==> src/rtl/cha_pkg.sv <==
package cha_pkg;
    typedef enum logic [2:0] {
        ST_IDLE,
        ST_YIELD,
        ST_DRIVE_HIT,
        ST_DRIVE_MISS,
        ST_SILENT
    } arb_state_e;
endpackage

==> src/rtl/cha_or_reduce.sv <==
module cha_or_reduce #(
    parameter int W = 7
) (
    input  logic [W-1:0] bits_i,
    output logic         any_o
);
    logic [W:0] acc;
    assign acc[0] = 1'b0;
    for (genvar i = 0; i < W; i++) begin : g_or
        assign acc[i+1] = acc[i] | bits_i[i];
    end
    assign any_o = acc[W];
endmodule

==> src/rtl/cha_fanout.sv <==
module cha_fanout #(
    parameter int W = 2
) (
    input  logic         src_i,
    output logic [W-1:0] dst_o
);
    for (genvar i = 0; i < W; i++) begin : g_rep
        assign dst_o[i] = src_i;
    end
endmodule

==> src/rtl/cha_fsm.sv <==
module cha_fsm
    import cha_pkg::*;
#(
    parameter int ADDR_W = 22
) (
    input  logic              clk,
    input  logic              rst_n,
    input  logic              srch_vld,
    input  logic              loc_hit,
    input  logic [ADDR_W-1:0] loc_addr,
    input  logic              up_any,
    input  logic              cfg_last,
    output logic [ADDR_W-1:0] addr_o,
    output logic              drive_o,
    output logic              valid_o,
    output logic              flag_o,
    output logic              pass_o
);
    arb_state_e        state_q, state_d;
    logic [ADDR_W-1:0] addr_q;

    always_comb begin
        if (!srch_vld)      state_d = ST_IDLE;
        else if (up_any)    state_d = ST_YIELD;
        else if (loc_hit)   state_d = ST_DRIVE_HIT;
        else if (cfg_last)  state_d = ST_DRIVE_MISS;
        else                state_d = ST_SILENT;
    end

    always_ff @(posedge clk or negedge rst_n) begin
        if (!rst_n) begin
            state_q <= ST_IDLE;
            addr_q  <= '0;
        end else begin
            state_q <= state_d;
            addr_q  <= (state_d == ST_DRIVE_HIT) ? loc_addr : '0;
        end
    end

    always_comb begin
        addr_o  = '0;
        drive_o = 1'b0;
        valid_o = 1'b0;
        flag_o  = 1'b0;
        pass_o  = 1'b0;
        unique case (state_q)
            ST_IDLE:   ;
            ST_SILENT: ;
            ST_YIELD:  pass_o = 1'b1;
            ST_DRIVE_HIT: begin
                addr_o  = addr_q;
                drive_o = 1'b1;
                valid_o = 1'b1;
                flag_o  = 1'b1;
                pass_o  = 1'b1;
            end
            ST_DRIVE_MISS: begin
                drive_o = 1'b1;
                valid_o = 1'b1;
            end
            default: ;
        endcase
    end
endmodule

==> src/rtl/cascade_hit_arbiter.sv <==
module cascade_hit_arbiter #(
    parameter int ADDR_W = 22,
    parameter int UPG_W  = 7,
    parameter int UPB_W  = 3,
    parameter int DNG_W  = 2,
    parameter int DNB_W  = 3
) (
    input  logic              clk,
    input  logic              rst_n,
    input  logic              srch_vld,
    input  logic              loc_hit,
    input  logic [ADDR_W-1:0] loc_addr,
    input  logic [UPG_W-1:0]  up_grp_hit,
    input  logic [UPB_W-1:0]  up_blk_hit,
    input  logic              cfg_last,
    output logic [ADDR_W-1:0] res_addr,
    output logic              res_addr_oe,
    output logic              res_valid,
    output logic              res_flag,
    output logic              res_stat_oe,
    output logic [DNG_W-1:0]  dn_grp_hit,
    output logic [DNB_W-1:0]  dn_blk_hit
);
    logic grp_any, blk_any, drive, pass;

    cha_or_reduce #(.W(UPG_W)) u_grp_or (.bits_i(up_grp_hit), .any_o(grp_any));
    cha_or_reduce #(.W(UPB_W)) u_blk_or (.bits_i(up_blk_hit), .any_o(blk_any));

    cha_fsm #(.ADDR_W(ADDR_W)) u_fsm (
        .clk      (clk),
        .rst_n    (rst_n),
        .srch_vld (srch_vld),
        .loc_hit  (loc_hit),
        .loc_addr (loc_addr),
        .up_any   (grp_any | blk_any),
        .cfg_last (cfg_last),
        .addr_o   (res_addr),
        .drive_o  (drive),
        .valid_o  (res_valid),
        .flag_o   (res_flag),
        .pass_o   (pass)
    );

    assign res_addr_oe = drive;
    assign res_stat_oe = drive;

    cha_fanout #(.W(DNG_W)) u_grp_rep (.src_i(pass), .dst_o(dn_grp_hit));
    cha_fanout #(.W(DNB_W)) u_blk_rep (.src_i(pass), .dst_o(dn_blk_hit));
endmodule

==> config.mk <==
export PLATFORM = sky130hd
export DESIGN_NAME = cascade_hit_arbiter
export DESIGN_NICKNAME = d
export VERILOG_FILES = /design/src/rtl/cha_pkg.sv /design/src/rtl/cha_or_reduce.sv /design/src/rtl/cha_fanout.sv /design/src/rtl/cha_fsm.sv /design/src/rtl/cascade_hit_arbiter.sv
export SDC_FILE = /design/constraint.sdc
export NUM_CORES = 1
export LEC_CHECK = 0
export BUFFER_PORTS_ARGS = -buffer_cell sky130_fd_sc_hd__buf_2
export CAP_MARGIN = 10
export CELL_PAD_IN_SITES_DETAIL_PLACEMENT = 0
export CELL_PAD_IN_SITES_GLOBAL_PLACEMENT = 1
export CORE_MARGIN = 10
export CORE_UTILIZATION = 32
export CTS_CLUSTER_SIZE = 8
export DETAILED_ROUTE_END_ITERATION = 8
export GPL_TIMING_DRIVEN = 0
export PLACE_DENSITY_LB_ADDON = 0.1
export SLEW_MARGIN = 10
export SYNTH_ARGS = -nofsm -noshare
export SYNTH_HDL_FRONTEND = slang
export SYNTH_HIERARCHICAL = 1
export SYNTH_SLANG_ARGS = --single-unit
==> constraint.sdc <==
create_clock -name clk -period 1.8 [get_ports clk]
set_input_delay 0.18 -clock clk [delete_from_list [all_inputs] [get_ports clk]]
set_output_delay 0.18 -clock clk [all_outputs]
set_load 0.02 [all_outputs]
### Word-level counts from Yosys, hierarchy flattened

Index checks and enable logic that the tools add are counted.

* output and inout port bits: 31
* bits in writable memories: 0
* memory bits (read-only): 0
* memories kept: 0
* bits in latches: 0
* bits in registers: 25
* word-level logic and storage cells: 26
* input port bits: 37

* bitwise gates (word level): 9
* add/subtract/negate cells: 0
* reduce and logical (&&, ||, !) cells: 2
* multiplexer cells: 9
* equality and inequality tests: 4
* multiply operators: 0
* div/mod/pow operators: 0
* shifts and indexed selects: 0
* order comparisons: 0

Operators with widths (count)
* $mux 22: 2
* $mux 3: 4
* $eq 3x2->1 const B: 3
* $or 1x1->1: 9
* $reduce_or 2->1: 2
* $eq 3x1->1 const B: 1
* $mux 1: 3

### Depth between registers and ports, before layout

Gate-level depths: netlist (run 1).

* depth after elaboration: 11
* depth in mapped cells: 6
* depth with buffers taken out: 5

### Hierarchy

The synthesis (run 1) kept the hierarchy.

By module, submodules not included
* cha_fsm: cells each 85, times used 1, seq. area each 625.6 sq um, area each 1019.7 sq um
* cha_fanout (u_blk_rep): cells each 3, times used 1, seq. area each 0.0 sq um, area each 22.5 sq um
* cha_fanout (u_grp_rep): cells each 2, times used 1, seq. area each 0.0 sq um, area each 15.0 sq um
* cha_or_reduce (u_grp_or): cells each 3, times used 1, seq. area each 0.0 sq um, area each 15.0 sq um
* cascade_hit_arbiter: cells each 2, times used 1, seq. area each 0.0 sq um, area each 13.8 sq um
* cha_or_reduce (u_blk_or): cells each 1, times used 1, seq. area each 0.0 sq um, area each 6.3 sq um

### Worst setup path before layout (run 1)

OpenSTA, ideal clock, no wires.

* kind: in2reg
* start: input up_blk_hit[1]
* end: register u_fsm.addr_q[10]
* arrival: 1.280 ns
* required time: 1.734 ns
* slack: 0.455 ns
* cell stages on the path: 5
* path buffers: 1
* setup time: 0.066 ns
* cell sequence: or3_1 or2_1 and3b_1 clkbuf_2 and2_1

* word-level cells in the longest chain between the ends: 7

RTL lines
* start, declared: line cascade_hit_arbiter.sv:14 `input logic [UPB_W-1:0] up_blk_hit,`
* $or 1x1->1 (2 in series): line cha_or_reduce.sv:10 `assign acc[i+1] = acc[i] | bits_i[i];`
* $or 1x1->1: line cascade_hit_arbiter.sv:35 `.up_any (grp_any | blk_any),`
* $mux 3: line cha_fsm.sv:24 `else if (up_any) state_d = ST_YIELD;`
* $mux 3: line cha_fsm.sv:23 `if (!srch_vld) state_d = ST_IDLE;`
* $eq 3x2->1: line cha_fsm.sv:36 `addr_q <= (state_d == ST_DRIVE_HIT) ? loc_addr : '0;`
* $mux 22: line cha_fsm.sv:36
* end signal, assigned: line cha_fsm.sv:36
* end, declared: line cha_fsm.sv:20 `logic [ADDR_W-1:0] addr_q;`

No other way between the ends.

### Worst setup path in the final report (run 1)

* start: register u_fsm.state_q[2]
* end: output res_addr[9]

* word-level cells in the longest chain between the ends: 2

RTL lines
* start, declared: line cha_fsm.sv:19 `arb_state_e state_q, state_d;`
* start signal, assigned: line cha_fsm.sv:35 `state_q <= state_d;`
* $eq 3x2->1: line cha_fsm.sv:46 `unique case (state_q)`
* $mux 22: line cha_fsm.sv:46
* end, declared: line cascade_hit_arbiter.sv:16 `output logic [ADDR_W-1:0] res_addr,`

No other way between the ends.

==> Flow_metrics.wiki, run 1 <==
{| class="wikitable"
! Metric !! Value
|-
| Outcome || completed
|-
| Power density over the cells || 579 nW/um^2
|-
| Most common cell after layout, fill and taps aside || sky130_fd_sc_hd__buf_2
|-
| Switching part of the total power || 0.218
|-
| Pin count of the biggest net entering global routing || 26
|-
| Sink Count || 25
|-
| Adder and majority cell fraction of the synthesized area || 0
|-
| Drc violations || 0
|-
| Total standard cell area after synthesis || between 1000 and 1500 sq um
|-
| Vias per Instance || 3.98
|-
| Endpoints failing setup || 0
|-
| Clock-pin slew of the registers on the worst-case setup and hold paths || 120 ps
|-
| Global routing usage summed across all routing layers || 0.0867
|-
| Clock tree root buffer cell || sky130_fd_sc_hd__clkbuf_4
|-
| Relative area change from synthesis to final layout || 40.0%
|-
| Fin. max-slew vios || 0
|-
| Final-layout fill cell count || 350
|-
| Switching power of the nets || 0.000193 W
|-
| Routed length on met2 || 1320 um
|-
| Vert. Die Dim || just under 80 um
|-
| Starting Density || 0.330
|-
| Worst Hold Path Cells || 2
|-
| Dominant synthesized flop cell || sky130_fd_sc_hd__dfrtp_1
|-
| Slack of the critical path || 127 ps
|-
| Fraction of power consumed by sequential logic || 0.638
|-
| Worst hold start || cfg_last
|-
| Highest ir drop seen on vdd || 315 uV
|-
| First-pass GRT wire length || 4320 um
|-
| Number of ports placed on the die boundary || 68
|-
| Simple-gate area share of the yosys netlist || 0.334
|-
| X dimension of the die || 78.4 um
|-
| Power consumption || 0.000885 W
|-
| Maximum level of the CTS H-tree || 1
|-
| Proportion of layout cells with a drive suffix above 1 || 0.491
|-
| Cells after Synth || 96
|-
| Area share of the largest cell type after synthesis || 0.573
|-
| Max-slew headroom at the worst pin || 0.641
|-
| Count of antenna-violating nets left after detailed routing || 0
|-
| Transition time of the tightest slew-check pin || 539 ps
|-
| Top cell type by total area after synthesis || sky130_fd_sc_hd__dfrtp_1
|-
| Synth unique cells || 17
|-
| Worst-path fanout max || 10
|-
| Count of antenna diodes in the layout || 0
|-
| Clock network fraction of total power || 0.276
|-
| TritonCTS clock tree || built
|-
| Number of flops mapped to enable cells by yosys || 0
|-
| Highest Clock Rate || between 500 and 600 MHz
|-
| Data arrival time of the worst path || 1490 ps
|-
| Total routed wirelength || 2610 um
|-
| Count of yosys warnings during synthesis || 6
|-
| Post-synth net total || 133
|-
| Largest family of logic cells by synthesized area || simple AND/OR/NAND/NOR gates
|-
| Setup total negative slack || 0 ps
|-
| Seq cells post-synth || 25
|-
| Met3 wire length || 312 um
|-
| Sequential share of the synthesized area || 0.573
|-
| Fraction of registers with async set or reset after synthesis || 1.00
|-
| CTS Buf Count || 3
|-
| XOR/XNOR share of the synthesized area || 0.00802
|-
| Number of global-route vias before repair || 932
|-
| Max layer used || met4
|-
| Area of the die || between 6000 and 7000 sq um
|-
| Final clock period utilization by the worst path || 0.930
|-
| Final Core Density || 0.462
|-
| HP Class || input pin to flop
|-
| Final period demand of the worst path || 1670 ps
|-
| Routability congestion estimate || around 0.71
|-
| Final Hold Violating Endpoints || 0
|-
| Maximum Capacitance Violations || 0
|-
| Multiplexer area fraction after synthesis || 0
|-
| RSZ-0062 raised after global routing || no
|-
| Setup WS pre-CTS || about 210 ps
|-
| Router iterations before antenna repair || 3
|-
| Internal power component || 0.000692 W
|-
| # rows || 21
|-
| Via total after detailed routing || around 860
|-
| Nets || 207
|-
| Cell leakage power || ~0.9 nW
|-
| Commonest cells after routing, fill and taps aside || 67 x sky130_fd_sc_hd__buf_2, 44 x sky130_fd_sc_hd__and2_1, 25 x sky130_fd_sc_hd__dfrtp_1
|-
| Area of the core || between 3000 and 4000 sq um
|-
| Maximum number of buffers from clock root to sink || 2
|-
| Initial antenna violation count || 0
|-
| Count of buffers from port buffering || 67
|-
| Area contributors post-synth || sky130_fd_sc_hd__dfrtp_1 57%, sky130_fd_sc_hd__and2_1 25%, sky130_fd_sc_hd__buf_4 4.8%, sky130_fd_sc_hd__buf_6 2.1%, sky130_fd_sc_hd__nor3b_4 1.7%
|-
| Critical path data required time || 1620 ps
|-
| Start-to-end type of the worst setup path || flop to primary output
|-
| Kind of launch point of the worst setup path || flop
|-
| Grt total ovfl || 0
|-
| Type of destination of the critical path || primary output
|-
| Worst hold path endpoint || u_fsm/state_q[2]
|-
| Wire length on met1 || 960 um
|-
| Compound-cell area share of the yosys netlist || 0.00687
|-
| Number of cells upsized or downsized after cts || 0
|-
| Mean instance size in the synthesized netlist || about 11 sq um
|-
| HPWL Detailed || 2140 um
|-
| Combinational share of power || 0.087
|-
| Post-DR wirelength/cell || 12.1 um
|-
| Count of routing violations after the opening detailed-route iteration || 14
|}
worst max-delay path by stage:
stage                                 from               end  slack (ps)
after CTS                 u_fsm/state_q[0]       res_addr[0]          50
after global placement       up_blk_hit[1]  u_fsm/addr_q[13]         230
after floorplan              up_blk_hit[1]  u_fsm/addr_q[10]         450
after detailed placement     up_blk_hit[1]   u_fsm/addr_q[2]         210
after global routing      u_fsm/state_q[2]       res_addr[8]           2
final                     u_fsm/state_q[2]       res_addr[9]         130
cells by family after synthesis:
| logic type | after synthesis |
|---|---|
| xor+xnor | 1 |
| simple gates | 58 |
| compound gates | 1 |
| buf+inv | 11 |
| flops | 25 |
worst max-delay path: stages, from the launching register on:
cell,delay [ps]
sky130_fd_sc_hd__dfrtp_1,440
sky130_fd_sc_hd__nor3b_4,290
sky130_fd_sc_hd__buf_6,170
sky130_fd_sc_hd__and2_1,130
sky130_fd_sc_hd__buf_2,170
state kept, by name, summed over array words and instances, names as in the netlist:
register,count
u_fsm/state_q,3
u_fsm/addr_q,22
stage by stage:
stage	cells	hold WS (ps)	instance area (sq um)
6_report	215	42.4	1530
5_1_grt	215	19.6	1530
2_1_floorplan	96	-116	1090
3_5_place_dp	209	202	1490
3_3_place_gp	209	195	1490
4_1_cts	214	25.1	1520
repair_timing:
item	4_1_cts	5_1_grt
buffers inserted	0	1
hold buffers	1	0
endpoints found under the setup margin	0	12
endpoints found under the hold margin	25	0
cell type report:
| cell class | instances | area (sq um) | share of cell area |
|---|---|---|---|
| Multi-Input combinational cell | 60 | 382 | 0.250 |
| Sequential cell | 25 | 626 | 0.409 |
| Timing Repair Buffer | 69 | 353 | 0.231 |
| Clock buffer | 4 | 26.3 | 0.0172 |
| Buffer | 11 | 85.1 | 0.0556 |
| Tap cell | 46 | 57.6 | 0.0376 |
per-layer routing:
metal	vias up	GRT usage
met5	-	0
met4	0	0.0323
met3	2	0.0467
met2	37	0.146
met1	384	0.0889
li1	432	-
power by group through the flow:
| stage | logic (W) | clock network [W] | registers, W |
|---|---|---|---|
| after floorplan | 0.0000228 | 0 | 0.000575 |
| after global placement | 0.0000756 | 0 | 0.000575 |
| after detailed placement | 0.0000773 | 0 | 0.000575 |
| after CTS | 0.0000792 | 0.000258 | 0.000564 |
| after global routing | 0.0000876 | 0.000284 | 0.000565 |
| final | 0.0000766 | 0.000244 | 0.000564 |
cell usage after synthesis (2+ instances only):
library cell and number:
sky130_fd_sc_hd__clkbuf_2 2, sky130_fd_sc_hd__nor2b_1 2, sky130_fd_sc_hd__and2_1 44, sky130_fd_sc_hd__buf_6 2
sky130_fd_sc_hd__dfrtp_1 25, sky130_fd_sc_hd__nor2_1 3, sky130_fd_sc_hd__buf_4 7, sky130_fd_sc_hd__nor3_1 2
(Power assumes the default switching activity.)
==> run 2, diff against run 1 <==
--- a/config.mk
+++ b/config.mk
@@ -14,7 +14,8 @@
 export CTS_CLUSTER_SIZE = 8
 export DETAILED_ROUTE_END_ITERATION = 8
 export GPL_TIMING_DRIVEN = 0
-export PLACE_DENSITY_LB_ADDON = 0.1
+export MAX_ROUTING_LAYER = met4
+export PLACE_DENSITY_LB_ADDON = 0.08
 export SLEW_MARGIN = 10
 export SYNTH_ARGS = -nofsm -noshare
 export SYNTH_HDL_FRONTEND = slang
==> run 2 against run 1 <==
  * Total power is essentially flat
  * Core utilization grew 0.68 points
  * Maximum frequency shrank 2.5%
  * Hold slack lost 14 ps
  * Largest power group unchanged
==> Flow_metrics.wiki, run 2 (synthesis gave the netlist of run 1 again) <==
{| class="wikitable"
! Metric !! Value
|-
| Outcome || completed (unchanged)
|-
| Endpoints failing setup || 0 (unchanged)
|-
| Cell area after layout || 1550 sq um (was 1530 sq um)
|-
| Start-to-end type of the worst setup path || flop to primary output (unchanged)
|-
| Most flop-heavy register || u_fsm/addr_q (unchanged)
|-
| Nets || 209 (was 207)
|-
| Number of ports placed on the die boundary || 68 (unchanged)
|-
| HP Class || input pin to flop (unchanged)
|-
| Relative area change from synthesis to final layout || 42.0% (was 40.0%)
|-
| Drc violations || 0 (unchanged)
|-
| X dimension of the die || 78.4 um (unchanged)
|-
| Via total after detailed routing || 856 (was 855)
|-
| Highest ir drop seen on vdd || 453 uV (was 315 uV)
|-
| Count of routing violations after the opening detailed-route iteration || 9 (was 14)
|-
| Critical path data required time || 1620 ps (about the same)
|-
| Transition time of the tightest slew-check pin || 541 ps (was 539 ps)
|-
| Slowest library cell on the worst path || sky130_fd_sc_hd__dfrtp_1 (unchanged)
|-
| Type of destination of the critical path || primary output (unchanged)
|-
| Area of the die || 6150 sq um (unchanged)
|-
| Highest Clock Rate || 583 MHz (was 598 MHz)
|-
| Power density over the cells || 570 nW/um^2 (was 579 nW/um^2)
|-
| Number of flip-flops in the largest register || 22 (unchanged)
|-
| Worst-path fanout max || 7 (was 10)
|-
| Setup total negative slack || 0 ps (unchanged)
|-
| Area of the core || 3310 sq um (unchanged)
|-
| Routed length on met2 || 1360 um (was 1320 um)
|-
| TritonCTS clock tree || built (unchanged)
|-
| Vias per Instance || 3.94 (was 3.98)
|-
| Vert. Die Dim || 78.4 um (unchanged)
|-
| Setup WS pre-CTS || 213 ps (was 209 ps)
|-
| Max incr delay on CP || 440 ps (about the same)
|-
| Global routing usage summed across all routing layers || 0.0851 (was 0.0867)
|-
| Worst Hold Path Cells || 2 (unchanged)
|-
| Kind of launch point of the worst setup path || flop (unchanged)
|-
| Pin count of the biggest net entering global routing || 26 (unchanged)
|-
| Cell mode on critical path || sky130_fd_sc_hd__buf_2
|-
| Routability congestion estimate || 0.668 (was 0.705)
|-
| Router iterations before antenna repair || 2 (was 3)
|-
| # rows || 21 (unchanged)
|-
| Post-DR wirelength/cell || 12.4 um (was 12.1 um)
|-
| Maximum level of the CTS H-tree || 1 (unchanged)
|-
| Maximum Capacitance Violations || 0 (unchanged)
|-
| Max-slew headroom at the worst pin || 0.640 (was 0.641)
|-
| Post-placement cell area || 1490 sq um (unchanged)
|-
| Number of global-route vias before repair || 905 (was 932)
|-
| Data arrival time of the worst path || 1540 ps (was 1490 ps)
|-
| Count of antenna-violating nets left after detailed routing || 0 (unchanged)
|-
| Count of buffers from port buffering || 67 (unchanged)
|-
| Final clock period utilization by the worst path || 0.954 (was 0.930)
|-
| Sink Count || 25 (unchanged)
|-
| Power consumption || 0.000885 W (about the same)
|-
| Final Core Density || 0.469 (was 0.462)
|-
| Slack of the critical path || 83.4 ps (was 127 ps)
|-
| Cell leakage power || 0.912 nW (was 0.898 nW)
|-
| Commonest cells after routing, fill and taps aside || 66 x sky130_fd_sc_hd__buf_2, 44 x sky130_fd_sc_hd__and2_1, 25 x sky130_fd_sc_hd__dfrtp_1 (was 67 x sky130_fd_sc_hd__buf_2, 44 x sky130_fd_sc_hd__and2_1, 25 x sky130_fd_sc_hd__dfrtp_1)
|-
| Final period demand of the worst path || 1720 ps (was 1670 ps)
|-
| Grt total ovfl || 0 (unchanged)
|-
| Proportion of layout cells with a drive suffix above 1 || 0.503 (was 0.491)
|-
| Dominant delay contributor by cell family on the critical path || buffers and inverters (was flip-flops)
|-
| Chain of cells forming the critical path || nor3b_4 -> buf_6 -> buf_2 -> and2_1 -> buf_2 (was nor3b_4 -> buf_6 -> and2_1 -> buf_2)
|-
| Clock tree root buffer cell || sky130_fd_sc_hd__clkbuf_4 (unchanged)
|-
| Met3 wire length || 292 um (was 312 um)
|-
| Maximum number of buffers from clock root to sink || 2 (unchanged)
|-
| CTS Buf Count || 3 (unchanged)
|-
| HPWL Detailed || 2150 um (was 2140 um)
|-
| Clock-pin slew of the registers on the worst-case setup and hold paths || 130 ps (was 120 ps)
|-
| Final Hold Violating Endpoints || 0 (unchanged)
|-
| Final-layout fill cell count || 347 (was 350)
|-
| Max layer used || met4 (unchanged)
|-
| Count of antenna diodes in the layout || 0 (unchanged)
|-
| Starting Density || 0.330 (unchanged)
|-
| Fin. max-slew vios || 0 (unchanged)
|-
| Worst hold path endpoint || u_fsm/state_q[2] (unchanged)
|-
| Most common cell after layout, fill and taps aside || sky130_fd_sc_hd__buf_2 (unchanged)
|-
| First-pass GRT wire length || 4130 um (was 4320 um)
|-
| Wire length on met1 || 1040 um (was 960 um)
|-
| Crit path buf inv count || 3 (was 2)
|-
| Registers with the most flip-flops || u_fsm/addr_q (22), u_fsm/state_q (3) (unchanged)
|-
| Total routed wirelength || 2700 um (was 2610 um)
|-
| Worst hold start || cfg_last (unchanged)
|-
| Initial antenna violation count || 0 (unchanged)
|}
## run 2: cell count changes in the layout (fill, tap and decap cells not counted), sizes merged
cell    delta
clkinv     +1
buf        +2
clkbuf     -1
## run 2: cell type report
| type | count | area (sq um) | share of cell area |
|---|---|---|---|
| Buffer | 11 | 85.1 | 0.0548 |
| Clock inverter | 1 | 5.00 | 0.00323 |
| Sequential cell | 25 | 626 | 0.403 |
| Timing Repair Buffer | 71 | 374 | 0.241 |
| Clock buffer | 3 | 22.5 | 0.0145 |
| Multi-Input combinational cell | 60 | 382 | 0.246 |
| Tap cell | 46 | 57.6 | 0.0371 |
## run 2: repair_timing
item | 4_1_cts | 5_1_grt
gates resized for setup | 0 | 4
setup endpoints to repair | 0 | 16
hold buffers | 1 | 0
hold endpoints to repair | 25 | 0
buffers inserted | 0 | 1
## run 2: worst max-delay path by stage
stage,start,slack (ps),to,depth (start not counted)
3_3_place_gp,up_blk_hit[1],230,u_fsm/addr_q[19],6
6_report,u_fsm/state_q[2],80,res_addr[20],5
4_1_cts,u_fsm/state_q[0],60,res_addr[1],4
2_1_floorplan,up_blk_hit[1],450,u_fsm/addr_q[10],5
5_1_grt,u_fsm/state_q[2],-10,res_addr[20],5
3_5_place_dp,up_blk_hit[1],210,u_fsm/addr_q[13],6
## run 2: power breakdown
group | total, W | switching [W] | internal [W]
registers | 0.000564 | 0.00000138 | 0.000563
logic | 0.0000775 | 0.0000348 | 0.0000427
clock network | 0.000243 | 0.000160 | 0.0000831
## run 2: metrics by stage
step | hold WS [ps] | std cells
4_1_cts | 13.6 | 214
3_3_place_gp | 189 | 209
6_report | 28.8 | 217
3_5_place_dp | 199 | 209
5_1_grt | 13.6 | 217
2_1_floorplan | -116 | 96
## run 2: metal layers
layer	vias up	track usage
met3	2	0.0547
met2	35	0.144
met1	382	0.0808
met4	0	0.0161
li1	437	-
met5	-	-
